<file path="src/rtl/isr_pkg.sv">
package isr_pkg;
  localparam int unsigned DATA_W = 16;

  // byte offsets; enable sits 2 below pending
  localparam logic [7:0] OFF_POLL   = 8'h00;
  localparam logic [7:0] OFF_ENA    = 8'h04;
  localparam logic [7:0] OFF_PEND   = 8'h06;
  localparam logic [7:0] OFF_CNT_LO = 8'h08;
  localparam logic [7:0] OFF_CNT_HI = 8'h0A;
  localparam logic [7:0] OFF_CMP_LO = 8'h0C;
  localparam logic [7:0] OFF_CMP_HI = 8'h0E;

  localparam int unsigned BIT_SWI = 8;
  localparam int unsigned BIT_TMR = 14;

  localparam logic [DATA_W-1:0] IMPL_BITS = 16'hC1FF;
  localparam logic [DATA_W-1:0] EXT_BITS  = 16'h80FF;

  typedef struct packed {
    logic poll;
    logic ena;
    logic pend;
    logic cnt_lo;
    logic cnt_hi;
    logic cmp_lo;
    logic cmp_hi;
  } reg_sel_t;
endpackage

</file>
<file path="src/rtl/isr_decode.sv">
module isr_decode
  import isr_pkg::*;
#(
  parameter int unsigned ADDR_W = 8
) (
  input  logic [ADDR_W-1:0] addr_i,
  output reg_sel_t          sel_o
);
  localparam int unsigned WA_W = ADDR_W - 1;

  function automatic logic hit(input logic [ADDR_W-1:0] a, input logic [7:0] off);
    return a[ADDR_W-1:1] == WA_W'(off[7:1]);
  endfunction

  always_comb begin
    sel_o.poll   = hit(addr_i, OFF_POLL);
    sel_o.ena    = hit(addr_i, OFF_ENA);
    sel_o.pend   = hit(addr_i, OFF_PEND);
    sel_o.cnt_lo = hit(addr_i, OFF_CNT_LO);
    sel_o.cnt_hi = hit(addr_i, OFF_CNT_HI);
    sel_o.cmp_lo = hit(addr_i, OFF_CMP_LO);
    sel_o.cmp_hi = hit(addr_i, OFF_CMP_HI);
  end
endmodule

</file>
<file path="src/rtl/isr_status.sv">
module isr_status
  import isr_pkg::*;
#(
  parameter int unsigned W = DATA_W,
  parameter logic [W-1:0] IMPL = IMPL_BITS
) (
  input  logic         clk_i,
  input  logic         rst_ni,
  input  logic [W-1:0] set_i,
  input  logic         clr_wr_i,
  input  logic         ena_wr_i,
  input  logic [W-1:0] wdata_i,
  output logic [W-1:0] pend_o,
  output logic [W-1:0] ena_o,
  output logic         irq_o
);
  for (genvar i = 0; i < W; i++) begin : g_bit
    if (IMPL[i]) begin : g_impl
      always_ff @(posedge clk_i or negedge rst_ni) begin
        if (!rst_ni) begin
          pend_o[i] <= 1'b0;
          ena_o[i]  <= 1'b0;
        end else begin
          // new event wins over acknowledge
          pend_o[i] <= set_i[i] | (pend_o[i] & ~(clr_wr_i & wdata_i[i]));
          if (ena_wr_i) ena_o[i] <= wdata_i[i];
        end
      end
    end else begin : g_none
      assign pend_o[i] = 1'b0;
      assign ena_o[i]  = 1'b0;
    end
  end

  assign irq_o = |(pend_o & ena_o);

  a_r2_event_sets: assert property (@(posedge clk_i) disable iff (!rst_ni)
    ((set_i & IMPL) != '0) |=> ((pend_o & $past(set_i & IMPL)) == $past(set_i & IMPL)));

  a_r3_clear_exact: assert property (@(posedge clk_i) disable iff (!rst_ni)
    clr_wr_i |=> ((pend_o & $past(wdata_i & ~set_i)) == '0));

  a_r6_disable_quiet: assert property (@(posedge clk_i) disable iff (!rst_ni)
    (ena_wr_i && wdata_i == '0) |=> !irq_o);
endmodule

</file>
<file path="src/rtl/isr_timer.sv">
module isr_timer #(
  parameter int unsigned CNT_W = 32
) (
  input  logic             clk_i,
  input  logic             rst_ni,
  input  logic             cnt_wr_i,
  input  logic             cmp_lo_wr_i,
  input  logic             cmp_hi_wr_i,
  input  logic [15:0]      wdata_i,
  output logic [CNT_W-1:0] cnt_o,
  output logic [CNT_W-1:0] cmp_o,
  output logic             hit_o
);
  localparam int unsigned HI_W = CNT_W - 16;

  always_ff @(posedge clk_i or negedge rst_ni) begin
    if (!rst_ni) begin
      cnt_o <= '0;
      cmp_o <= '0;
    end else begin
      cnt_o <= cnt_wr_i ? '0 : cnt_o + 1'b1;
      if (cmp_lo_wr_i) cmp_o[15:0]      <= wdata_i;
      if (cmp_hi_wr_i) cmp_o[CNT_W-1:16] <= wdata_i[HI_W-1:0];
    end
  end

  assign hit_o = (cmp_o != '0) && (cnt_o == cmp_o);

  a_r9_cnt_restart: assert property (@(posedge clk_i) disable iff (!rst_ni)
    cnt_wr_i |=> (cnt_o == '0));

  a_r9_cnt_step: assert property (@(posedge clk_i) disable iff (!rst_ni)
    !cnt_wr_i |=> (cnt_o == CNT_W'($past(cnt_o) + 1'b1)));
endmodule

</file>
<file path="src/rtl/isr_unit.sv">
module isr_unit
  import isr_pkg::*;
#(
  parameter int unsigned ADDR_W = 8,
  parameter int unsigned CNT_W  = 32
) (
  input  logic              clk_i,
  input  logic              rst_ni,
  input  logic [ADDR_W-1:0] addr_i,
  input  logic              wr_i,
  input  logic              rd_i,
  input  logic [15:0]       wdata_i,
  output logic [15:0]       rdata_o,
  input  logic [15:0]       evt_i,
  output logic              irq_o
);
  localparam int unsigned HI_W = CNT_W - 16;

  reg_sel_t         sel;
  logic [15:0]      pend, ena, set_vec, rd_mux;
  logic [CNT_W-1:0] cnt, cmp;
  logic             tmr_hit, swi;

  isr_decode #(.ADDR_W(ADDR_W)) u_dec (.addr_i(addr_i), .sel_o(sel));

  assign swi = wr_i & sel.poll & wdata_i[0];

  always_comb begin
    set_vec          = evt_i & EXT_BITS;
    set_vec[BIT_SWI] = swi;
    set_vec[BIT_TMR] = tmr_hit;
  end

  isr_status u_stat (
    .clk_i, .rst_ni,
    .set_i    (set_vec),
    .clr_wr_i (wr_i & sel.pend),
    .ena_wr_i (wr_i & sel.ena),
    .wdata_i  (wdata_i),
    .pend_o   (pend),
    .ena_o    (ena),
    .irq_o    (irq_o)
  );

  isr_timer #(.CNT_W(CNT_W)) u_tmr (
    .clk_i, .rst_ni,
    .cnt_wr_i    (wr_i & (sel.cnt_lo | sel.cnt_hi)),
    .cmp_lo_wr_i (wr_i & sel.cmp_lo),
    .cmp_hi_wr_i (wr_i & sel.cmp_hi),
    .wdata_i     (wdata_i),
    .cnt_o       (cnt),
    .cmp_o       (cmp),
    .hit_o       (tmr_hit)
  );

  always_comb begin
    rd_mux = '0;
    unique case (1'b1)
      sel.ena:    rd_mux = ena;
      sel.pend:   rd_mux = pend;
      sel.cnt_lo: rd_mux = cnt[15:0];
      sel.cnt_hi: rd_mux = 16'(cnt[CNT_W-1:16]);
      sel.cmp_lo: rd_mux = cmp[15:0];
      sel.cmp_hi: rd_mux = 16'(cmp[CNT_W-1:16]);
      default:    rd_mux = '0;
    endcase
  end

  always_ff @(posedge clk_i or negedge rst_ni) begin
    if (!rst_ni) rdata_o <= '0;
    else if (rd_i) rdata_o <= rd_mux;
  end

  a_r8_poll_sets_swi: assert property (@(posedge clk_i) disable iff (!rst_ni)
    (wr_i && sel.poll && wdata_i[0]) |=> pend[BIT_SWI]);

  a_r10_timer_sets: assert property (@(posedge clk_i) disable iff (!rst_ni)
    tmr_hit |=> pend[BIT_TMR]);

  a_r7_unused_read_zero: assert property (@(posedge clk_i) disable iff (!rst_ni)
    (rd_i && (sel.pend || sel.ena)) |=> (rdata_o[13:9] == 5'b0));

  a_r11_read_hold: assert property (@(posedge clk_i) disable iff (!rst_ni)
    !rd_i |=> $stable(rdata_o));
endmodule

</file>
<file path="config.mk">
export PLATFORM = sky130hd
export DESIGN_NAME = isr_unit
export DESIGN_NICKNAME = d
export VERILOG_FILES = /design/src/rtl/isr_pkg.sv /design/src/rtl/isr_decode.sv /design/src/rtl/isr_status.sv /design/src/rtl/isr_timer.sv /design/src/rtl/isr_unit.sv
export SDC_FILE = /design/constraint.sdc
export NUM_CORES = 1
export LEC_CHECK = 0
export BUFFER_PORTS_ARGS = -buffer_cell sky130_fd_sc_hd__buf_2
export CAP_MARGIN = 20
export CORE_UTILIZATION = 36
export CTS_CLUSTER_SIZE = 24
export DETAILED_ROUTE_END_ITERATION = 10
export SLEW_MARGIN = 20
export SYNTH_ARGS = -nofsm -noshare
export SYNTH_HDL_FRONTEND = slang
export SYNTH_SLANG_ARGS = --single-unit
</file>
<file path="constraint.sdc">
create_clock -name clk_i -period 2.9 [get_ports clk_i]
set_clock_uncertainty 0.15 [all_clocks]
set_input_delay 0.29 -clock clk_i [delete_from_list [all_inputs] [get_ports clk_i]]
set_output_delay 0.29 -clock clk_i [all_outputs]
set_load 0.1 [all_outputs]
</file>
# ---- Yosys cells after proc, flatten, opt, wreduce, memory -nomap -nowiden
# Cells that the tools add are included.
dict set report word_totals {
  regBits 102
  in_bits 44
  word_cells 93
}
dict set report classes {
  add_sub_neg 1
  eq_ne 7
  mux 2
  bitwise 53
  reduce_logical 4
}
# cell n
set op_table {}
lappend op_table {{$pmux 16 s6} 1}
lappend op_table {{$add 32x1->32 const B} 1}
lappend op_table {{$eq 32x32->1} 1}
lappend op_table {{$mux 32} 1}
lappend op_table {{$reduce_bool 32->1} 1}
lappend op_table {{$and 1x1->1} 29}
lappend op_table {{$eq 7x3->1 const B} 4}
lappend op_table {{$and 16x16->16} 1}
lappend op_table {{$reduce_or 16->1} 1}
lappend op_table {{$eq 7x2->1 const B} 2}
lappend op_table {{$or 1x1->1} 12}
lappend op_table {{$not 1->1} 11}
lappend op_table {{$logic_not 7->1} 1}
lappend op_table {{$logic_and 1x1->1} 1}

# ---- Longest topological paths before layout
dict set report logic_depth {
  word_depth 6
  depth_mapped 7
}

# ---- Cells and area by module
# A second synthesis with hierarchy kept.
dict set report hier_totals {
  hier_cells 493
  area_unflattened_um2 5420.2
}
# mod instances cells_each area_per_inst_um2 seq_area_each_um2
set modules_own_cells {}
lappend modules_own_cells {isr_timer 1 290 3206.8 1601.5}
lappend modules_own_cells {isr_unit 1 118 1178.6 400.4}
lappend modules_own_cells {isr_status 1 74 954.7 550.5}
lappend modules_own_cells {isr_decode 1 11 80.1 0.0}

# ---- Least setup slack after synthesis
# OpenSTA, ideal clock, no wires.
dict set report synth_timing {
  path_kind {flip-flop to flip-flop}
  startpoint {reg u_tmr.cnt_o[0]}
  endpoint {reg u_tmr.cnt_o[22]}
  arrival_time_ns 1.990
  t_required_ns 2.672
  path_slack_ns 0.682
  stages_incl_launch_ff 7
  path_buffers 1
  period_less_slack_ns 2.218
  path_cell_list {dfrtp_1 ha_1 nand3_1 or4_1 buf_2 or4_1 a21oi_1}
}
dict set report synth_via {
  elab_chain_cells 2
}
# element line_no
set synth_lines {}
lappend synth_lines {{start, declared} isr_timer.sv:10} ;# output logic [CNT_W-1:0] cnt_o,
lappend synth_lines {{start signal, assigned} isr_timer.sv:21} ;# cnt_o <= cnt_wr_i ? '0 : cnt_o + 1'b1;
lappend synth_lines {{$add 32x1->32} isr_timer.sv:21}
lappend synth_lines {{$mux 32} isr_timer.sv:21}
# Every way passes these cells.
# A chain may end at the register's enable or synchronous reset.

# ---- Final worst setup path
dict set report layout_timing {
  startpoint {reg u_tmr.cnt_o[1]}
  endpoint {reg u_tmr.cnt_o[22]}
}
# Same word-level chain as after synthesis.

==> flow_summary.json <==
{
  "status": "complete, no violations",
  "required_ns": 3.03,
  "synth-main-ff-cell": "dfrtp_1",
  "ys_types": 48,
  "async_flop_share": 1.00,
  "worstMarginPinSlew_ns": 0.804,
  "worstPathMaxFanout": 17,
  "h-tree-depth": 3,
  "max-cap-violations": 0,
  "synth.top_cells.by_count": "dfrtp_1, mux2_2, xnor2_1",
  "dieArea_sq_um": 15900,
  "post_drt_via_cell_ratio": 5.71,
  "relSlewSlack": 0.459,
  "die_w_microns": 126,
  "end_kind": "flop",
  "period_needed_ns": 2.53,
  "ys_seq_area_frac": 0.460,
  "tns_ns": 0,
  "dp_hpwl_mm": 11.0,
  "synth.area.top_cells": "dfrtp_1, mux2_2, xnor2_1, nand2_1, mux2i_1",
  "clockBufferDepth": 2,
  "post_cts_buffers": 0,
  "ios": 61,
  "worstHoldPathCells": 2,
  "ir_drop_uv": 363,
  "antenna_found_initial": 0,
  "antenna_cells": 0,
  "max_freq_mhz": 395,
  "ctsResizeCount": 0,
  "ys_seq_elements": 102,
  "syn_area_sq_um": 5550,
  "clk_pin_slew_ns": 0.08,
  "crit_arrival_ns": 2.67,
  "cts_inserted_buffers": 9,
  "synth_top_area_frac": 0.460,
  "root_buffer": "clkbuf_16",
  "setup_viol": 0,
  "syn_area_per_cell_sq_um": 10.6,
  "rows": 45,
  "hp-class": "input pin to flop",
  "synth_edf_count": 0,
  "drc": 0,
  "rsz0062_at_grt": "false",
  "dr.pass1.iters": 7,
  "grt_max_degree": 53,
  "globalRouteOverflowTotal": 0,
  "ctsHoldBuffers": 10,
  "place.gp.congestion": 0.931,
  "vias": 4366,
  "syn_inst": 522,
  "synth.most_common_cell": "dfrtp_1",
  "yosys.area.top_type": "dfrtp_1",
  "cts_tree": "done",
  "io_buffer_count": 52,
  "final-max-slew-violation-count": 0,
  "hold_viol": 0,
  "p_leak_uw": 0.00266,
  "min_period_over_period": 0.874,
  "start_kind": "flop",
  "nNetsFinal": 617,
  "grt_pass1_vias": 4229,
  "core_sq_um": 15100,
  "track_usage": 0.201,
  "drive_above_1_share": 0.265,
  "die_height_microns": 126,
  "ant_nets": 0,
  "syn-num-nets": 567,
  "drt-initial-drc-count": 414,
  "post_drt_wl_per_cell_microns": 19.5,
  "initial_core_util": 0.366,
  "critical_path_class": "flop to flop",
  "synth_warnings": 0,
  "syn2layout_area_growth_pct": 15.0,
  "finalWirelength_mm": 14.9,
  "cts_sinks": 102,
  "reg2reg_depth": 6,
  "total_power_uw": 3970,
  "grt_pass1_wl_mm": 24.2,
  "power_density_nw_per_um2": 622,
  "clock_latency_ns": 0.37
}
state kept, by name, indices dropped and copies added, names as in the netlist:
register	cells
u_tmr.cmp_o	32
u_stat.pend_o	11
u_stat.ena_o	11
u_tmr.cnt_o	32
rdata_o	16
layout by cell type, fill, tap and decap left out, drive strengths merged, types with 9 or more instances in the layout:
| cell type | synthesis | layout |
|---|---|---|
| a21o | 10 | 10 |
| a21oi | 15 | 15 |
| a22oi | 13 | 13 |
| a31oi | 10 | 10 |
| and3 | 11 | 11 |
| buf | 13 | 64 |
| clkbuf | 22 | 9 |
| dfrtp | 102 | 102 |
| dlygate4sd3 | 0 | 10 |
| inv | 10 | 13 |
| mux2 | 58 | 58 |
| mux2i | 12 | 12 |
| nand2 | 36 | 36 |
| nand3 | 18 | 18 |
| nand4 | 17 | 17 |
| nor2 | 24 | 24 |
| nor3 | 12 | 12 |
| nor4 | 17 | 17 |
| o21ai | 16 | 16 |
| o31ai | 10 | 10 |
| or4 | 10 | 10 |
| xnor2 | 38 | 38 |
kinds of logic (layout without fill, tap and decap cells):
logic type	Yosys count	count (layout)	synth area share
adder cells (fa/ha/maj)	1	1	0.00225
XOR/XNOR	42	42	0.0663
buffers and inverters	45	100	0.0349
multiplexers	75	75	0.160
flip-flops	102	102	0.460
AO/OA/AOI/OAI	84	84	0.100
AND/OR/NAND/NOR	173	173	0.177
power breakdown:
group / internal, uW / switching, uW
combinational: 375 / 452
clock: 603 / 594
sequential: 1590 / 354
total: 2570 / 1400
per-layer routing:
metal / share of wire / wire length [microns] / up-vias / GRT usage
li1: - / - / 2022 / -
met1: 0.47 / 6990 / 2177 / 0.288
met2: 0.44 / 6580 / 145 / 0.296
met3: 0.069 / 1020 / 22 / 0.0480
met4: 0.021 / 320 / 0 / 0.0666
met5: 0 / 0 / - / 0
stage by stage:
stage	instances	cell area (sq um)	worst slack, ns	util	hold WS, ns
after floorplan	522	5550	0.682	-	-0.156
after global placement	739	5990	0.456	0.395	0.211
after detailed placement	739	5990	0.417	0.395	0.213
after CTS	765	6380	0.394	0.421	0.0113
after global routing	765	6380	0.272	0.421	0.0243
final	765	6380	0.366	0.421	0.0214
layout make-up:
| class | count | area (sq um) |
|---|---|---|
| fill | 1443 | 8760 |
| clock buffer | 9 | 225 |
| timing repair buffer | 74 | 453 |
| tap | 188 | 235 |
| multi-input combinational | 375 | 2810 |
| sequential | 102 | 2550 |
| clock inverter | 7 | 67.6 |
| inverter | 10 | 37.5 |
critical path, cell delays in order (launching register included):
cell	delay (ns)
dfrtp_1	0.48
ha_1	0.27
nand3_1	0.14
or4_1	0.52
buf_4	0.21
or4_1	0.52
a21oi_1	0.16
final timing paths:
check	startpoint	to	slack [ns]
worst max-delay path	u_tmr.cnt_o[1]$_DFF_PN0_	u_tmr.cnt_o[22]$_DFF_PN0_	0.37
worst min-delay path	wdata_i[12]	u_tmr.cmp_o[12]$_DFFE_PN0P_	0.02
worst max register to register	u_tmr.cnt_o[1]$_DFF_PN0_	u_tmr.cnt_o[22]$_DFF_PN0_	0.37
worst min register to register	u_stat.pend_o[8]$_DFF_PN0_	u_stat.pend_o[8]$_DFF_PN0_	0.36
max in group asynchronous	rst_ni	u_tmr.cnt_o[28]$_DFF_PN0_	1.46
min in group asynchronous	rst_ni	rdata_o[4]$_DFFE_PN0P_	0.34
(Power assumes the default switching activity.)
